`src/rtl/rdc_pkg.sv`:
```
package rdc_pkg;

    typedef enum logic [2:0] {
        DC_UNI_MISS = 3'b000,
        DC_UNI_HIT  = 3'b001,
        DC_MC_MISS  = 3'b010,
        DC_BCAST    = 3'b011,
        DC_MC_HIT   = 3'b110
    } dest_code_e;

    typedef enum logic {
        ST_IDLE   = 1'b0,
        ST_REPORT = 1'b1
    } rdc_state_e;

    localparam int ST_CRC_BIT  = 3;
    localparam int ST_ALN_BIT  = 4;
    localparam int ST_RUNT_BIT = 6;

endpackage

```
`src/rtl/rdc_addr_decode.sv`:
```
module rdc_addr_decode
    import rdc_pkg::*;
#(
    parameter int ADDR_W     = 48,
    parameter int HASH_IDX_W = 6,
    parameter int GROUP_BIT  = 40,
    localparam int HASH_N    = 1 << HASH_IDX_W
) (
    input  logic [ADDR_W-1:0]     dst_addr,
    input  logic [ADDR_W-1:0]     station_addr,
    input  logic [HASH_IDX_W-1:0] hash_idx,
    input  logic [HASH_N-1:0]     hash_table,
    output dest_code_e            code,
    output logic                  is_bcast,
    output logic                  is_mcast,
    output logic                  hash_hit,
    output logic                  own_hit
);
    always_comb begin
        is_bcast = &dst_addr;
        is_mcast = dst_addr[GROUP_BIT] && !is_bcast;
        hash_hit = hash_table[hash_idx];
        own_hit  = (dst_addr == station_addr);
        if (is_bcast)
            code = DC_BCAST;
        else if (is_mcast)
            code = hash_hit ? DC_MC_HIT : DC_MC_MISS;
        else
            code = own_hit ? DC_UNI_HIT : DC_UNI_MISS;
    end
endmodule

```
`src/rtl/rdc_error_check.sv`:
```
module rdc_error_check #(
    parameter int LEN_W   = 13,
    parameter int MIN_LEN = 60
) (
    input  logic [LEN_W-1:0] frm_len,
    input  logic             err_crc,
    input  logic             err_align,
    output logic             is_runt,
    output logic             any_err
);
    always_comb begin
        is_runt = (frm_len < LEN_W'(MIN_LEN));
        any_err = is_runt || err_crc || err_align;
    end
endmodule

```
`src/rtl/rx_dest_classifier.sv`:
```
module rx_dest_classifier
    import rdc_pkg::*;
#(
    parameter int ADDR_W     = 48,
    parameter int LEN_W      = 13,
    parameter int HASH_IDX_W = 6,
    parameter int STAT_W     = 16,
    parameter int MIN_LEN    = 60,
    localparam int HASH_N    = 1 << HASH_IDX_W,
    localparam int GROUP_BIT = ADDR_W - 8
) (
    input  logic                  clk,
    input  logic                  rst_n,
    input  logic                  frm_valid,
    input  logic [ADDR_W-1:0]     dst_addr,
    input  logic [LEN_W-1:0]      frm_len,
    input  logic [HASH_IDX_W-1:0] hash_idx,
    input  logic                  err_crc,
    input  logic                  err_align,
    input  logic [ADDR_W-1:0]     station_addr,
    input  logic [HASH_N-1:0]     hash_table,
    input  logic                  acc_phys_all,
    input  logic                  acc_bcast,
    input  logic                  acc_mcast,
    input  logic                  acc_errored,
    output logic                  res_valid,
    output logic                  res_accept,
    output logic [STAT_W-1:0]     res_status
);
    dest_code_e code;
    logic       is_bcast, is_mcast, hash_hit, own_hit;
    logic       is_runt, any_err;
    logic       accept_d;
    logic [STAT_W-1:0] stat_d;
    rdc_state_e state_q, state_d;

    rdc_addr_decode #(
        .ADDR_W(ADDR_W), .HASH_IDX_W(HASH_IDX_W), .GROUP_BIT(GROUP_BIT)
    ) u_addr (
        .dst_addr(dst_addr), .station_addr(station_addr),
        .hash_idx(hash_idx), .hash_table(hash_table),
        .code(code), .is_bcast(is_bcast), .is_mcast(is_mcast),
        .hash_hit(hash_hit), .own_hit(own_hit)
    );

    rdc_error_check #(.LEN_W(LEN_W), .MIN_LEN(MIN_LEN)) u_err (
        .frm_len(frm_len), .err_crc(err_crc), .err_align(err_align),
        .is_runt(is_runt), .any_err(any_err)
    );

    // Accept policy and status assembly
    always_comb begin
        if (is_bcast)
            accept_d = acc_bcast;
        else if (is_mcast)
            accept_d = acc_mcast && hash_hit;
        else
            accept_d = own_hit || acc_phys_all;
        if (any_err && !acc_errored)
            accept_d = 1'b0;

        stat_d              = '0;
        stat_d[2:0]         = code;
        stat_d[ST_CRC_BIT]  = acc_errored && err_crc;
        stat_d[ST_ALN_BIT]  = acc_errored && err_align;
        stat_d[ST_RUNT_BIT] = acc_errored && is_runt;
    end

    // Next state: capture, chain, retire, wait
    always_comb begin
        state_d = state_q;
        unique case (state_q)
            ST_IDLE:   state_d = frm_valid ? ST_REPORT : ST_IDLE;
            ST_REPORT: state_d = frm_valid ? ST_REPORT : ST_IDLE;
            default:   state_d = ST_IDLE;
        endcase
    end

    // State register
    always_ff @(posedge clk) begin
        if (!rst_n)
            state_q <= ST_IDLE;
        else
            state_q <= state_d;
    end

    // Output registers
    always_ff @(posedge clk) begin
        if (!rst_n) begin
            res_accept <= 1'b0;
            res_status <= '0;
        end else if (frm_valid) begin
            res_accept <= accept_d;
            res_status <= stat_d;
        end
    end

    assign res_valid = (state_q == ST_REPORT);

endmodule

```
`config.mk`:
```
export PLATFORM = sky130hd
export DESIGN_NAME = rx_dest_classifier
export DESIGN_NICKNAME = d
export VERILOG_FILES = /design/src/rtl/rdc_pkg.sv /design/src/rtl/rdc_addr_decode.sv /design/src/rtl/rdc_error_check.sv /design/src/rtl/rx_dest_classifier.sv
export SDC_FILE = /design/constraint.sdc
export NUM_CORES = 1
export LEC_CHECK = 0
export BUFFER_PORTS_ARGS = -buffer_cell sky130_fd_sc_hd__buf_2
export CAP_MARGIN = 0
export CORE_ASPECT_RATIO = 0.5
export CORE_MARGIN = 2
export CORE_UTILIZATION = 34
export CTS_CLUSTER_SIZE = 30
export DETAILED_ROUTE_END_ITERATION = 6
export GPL_TIMING_DRIVEN = 0
export PLACE_DENSITY = 0.82
export SYNTH_ARGS = -nofsm -noshare
export SYNTH_HDL_FRONTEND = slang
export SYNTH_SLANG_ARGS = --single-unit
```
`constraint.sdc`:
```
create_clock -name clk -period 2.45 [get_ports clk]
set_input_delay 0.245 -clock clk [delete_from_list [all_inputs] [get_ports clk]]
set_output_delay 0.245 -clock clk [all_outputs]
set_load 0.01 [all_outputs]
```
==> results.md <==
- Status: finished clean
- Crit path launch type: input pin
- Fmax: 0.505 GHz
- Post-CTS setup buffer count: 0
- Sw Ratio: 0.322
- Number of inserted diodes: 0
- Vias per cell: 4.90
- Total CTS buffers: 3
- Global-route usage over all layers: 0.218
- Remaining global-route overflow: 0
- Mapped Area: 0.00170 sq mm
- Min-Delay Path Class: in -> reg
- CP required: 2560 ps
- Power share of the clock group: 0.226
- Port Buffers: 191
- Die extent in x: 104 um
- Die Y: 53.9 um
- CTS sink cnt: 8
- I/O Pins: 206
- Min Tclk post-route: 1980 ps
- Share of layout cells above drive strength 1: 0.555
- RSZ-0062 raised after global routing: false
- Power per Cell Area: 253 mW/mm^2
- CTS tree: done
- Final TNS setup: 0 ps
- Final period utilization: 0.808
- Avg WL per Cell: 13.8 um
- Share of the synthesized area in the top cell type: 0.243
- Largest net degree at the start of global routing: 11
- Post-synth EDFFs: 0
- Hold depth: 3
- Ranking of synthesized cells by area: xnor2_1 (24%), nand4_1 (9.6%), dfxtp_1 (9.4%), mux4_2 (9.3%), mux2_2 (5.3%)
- DIE AREA: 0.00560 sq mm
- RR Endpoint: res_accept$_SDFFE_PN0P_
- Clk pin slew, worst setup/hold paths: 50 ps
- GR peak layer: met2
- Max-Cap Viols: 0
- Net Switching: 0.000229 W
- Root Buffer: clkbuf_8
- Fillers: 486
- Vias in the first global route: 2,109
- Ys async rst share: 0
- CP endpoint kind: flop
- Total core area: 0.00486 sq mm
- DRT iter0 DRCs: 67
- Setup Slack @ Placement: 213 ps
- Synth Instances: 199
- # setup viols final: 0
- Cells on worst reg2reg path: 3
- Worst EP arrival: 2090 ps
- Register bit total from synthesis: 8
- Synth Flop Type: dfxtp_1
- Post-route ant nets: 0
- Setup CP Type: in -> reg
- Starting density of the core: 0.349
- CP Launch Point: hash_idx[0]
- Internal: 0.000482 W
- Worst Hold Launch: err_align
- Final setup skew: 0 ps
- Hold endpoint: res_status[4]$_SDFFE_PN0P_
- Drt drc: 0
- Syn avg cell area: 8.52 sq um
- Initial antenna violation count: 0
- Slew Limit Headroom: 0.576
- Reg2reg start: res_accept$_SDFFE_PN0P_
- CTS H-tree depth: 1
- Crit path max fanout: 10
- Yosys warnings: 0
- GRT met2 Usage: 0.412
- Fin. Hold Viols: 0
- CTS resizes: 0
- Nets: 592
- Slew @ Worst Pin: 631 ps
- Netlist cell types: 39
- Vias: 2,314
- Leading area contributor after synthesis: xnor2_1
- Worst-Skew Late Latency: 220 ps
- Lkg Pwr: 1.35 nW
- Dpl hpwl: 5.88 mm
- 1st-pass router iterations: 4
- Num rows: 18
- Slew Viols, Final: 0
- GPL Wtd Cong: 0.939
- Cts-stage hold buffer count: 0
- Area growth, synth to finish: 66.0%
- R2r setup slk: 1600 ps
- Logic pwr share: 0.579
- GR Util met3: 0.0375
- Max Root-Sink Buffers: 2
- PnR worst setup slack: 471 ps
- First-pass GRT wire length: 9.69 mm
- Grt met1 use: 0.269
- VDD IR max: 0.110 mV
- Seq/Total Area, Yosys: 0.0945
- Seq pwr share: 0.195
- Final wirelength: 6.52 mm
[flip-flops by register name, indices dropped and copies added, names as in the netlist]
register and count:
res_status 6, res_valid 1, res_accept 1
[worst max-delay path, cell delays in order]
cell and delay (ps):
buf_2 110, buf_6 150, buf_2 280, mux4_2 540, nand2_1 90, nand4b_1 90
o211ai_1 240, nor3b_1 90, o31a_1 240
[Yosys cell counts (3+ instances only)]
cell type / count
a21boi_0: 4
a22oi_1: 4
buf_4: 10
clkbuf_1: 3
dfxtp_1: 8
inv_1: 6
mux2_2: 8
mux2i_1: 6
mux4_1: 3
mux4_2: 7
nand2_1: 8
nand2b_1: 4
nand3_1: 7
nand4_1: 26
nor2_1: 4
nor2b_1: 4
nor3_1: 4
nor3b_1: 3
nor4_1: 6
xnor2_1: 47
[power by group through the flow]
stage	combinational [W]	sequential, W	clock, W
after floorplan	0.000198	0.000144	0
after global placement	0.000400	0.000141	0
after global routing	0.000453	0.000139	0.000173
after detailed placement	0.000410	0.000141	0
final	0.000412	0.000139	0.000161
after CTS	0.000412	0.000139	0.000162
[how the worst max path moves through the flow]
stage,endpoint,depth (start not counted)
global placement,res_accept$_SDFFE_PN0P_,9
global route,res_accept$_SDFFE_PN0P_,9
finish,res_accept$_SDFFE_PN0P_,9
detailed placement,res_accept$_SDFFE_PN0P_,9
CTS,res_accept$_SDFFE_PN0P_,9
floorplan,res_accept$_SDFFE_PN0P_,8
[per-layer routing]
metal | share of wire | vias to the layer above
met5 | 0 | -
met4 | 0.011 | 0
met3 | 0.072 | 12
met2 | 0.51 | 89
met1 | 0.41 | 1069
li1 | - | 1144
[kinds of logic after synthesis]
family | after synthesis | share of synthesized area
other cells | 1 | 0.00221
buf+inv | 23 | 0.0790
xor+xnor | 48 | 0.248
simple gates | 71 | 0.242
flops | 8 | 0.0945
compound gates | 24 | 0.106
mux | 24 | 0.228
[area by class of cell]
type | count | area (sq um) | share of cell area
sequential | 8 | 160 | 0.0569
buffer | 17 | 111 | 0.0396
multi-input combinational | 177 | 1440 | 0.510
timing repair buffer | 191 | 956 | 0.340
inverter | 6 | 22.5 | 0.00800
clock buffer | 3 | 41.3 | 0.0147
tap | 70 | 87.6 | 0.0311
[cell usage in the layout, fill, tap and decap left out, drive strengths merged, types with 3 or more instances in the layout]
cell type / netlist / routed
dfxtp: 8 / 8
mux4: 10 / 10
nand2b: 4 / 4
a22oi: 4 / 4
nor3: 4 / 4
mux2: 8 / 8
nand4: 26 / 26
clkbuf: 3 / 6
nand3: 7 / 7
nand2: 8 / 8
buf: 14 / 205
nor2b: 4 / 4
conb: 1 / 10
xnor2: 47 / 47
inv: 6 / 6
mux2i: 6 / 6
nor2: 4 / 4
nor3b: 3 / 3
nor4: 6 / 6
a21boi: 4 / 4
[stage by stage]
step                hold WS [ps]   util  cell area [sq um]  cells  power [W]
floorplan                    362      -               1730    208   0.000342
global placement             467  0.570               2770    469   0.000540
detailed placement           476  0.570               2770    469   0.000551
CTS                          310  0.578               2810    472   0.000713
global route                 311  0.578               2810    472   0.000764
finish                       306  0.578               2810    472   0.000711
Note: power is estimated with default switching activity, not from simulation.
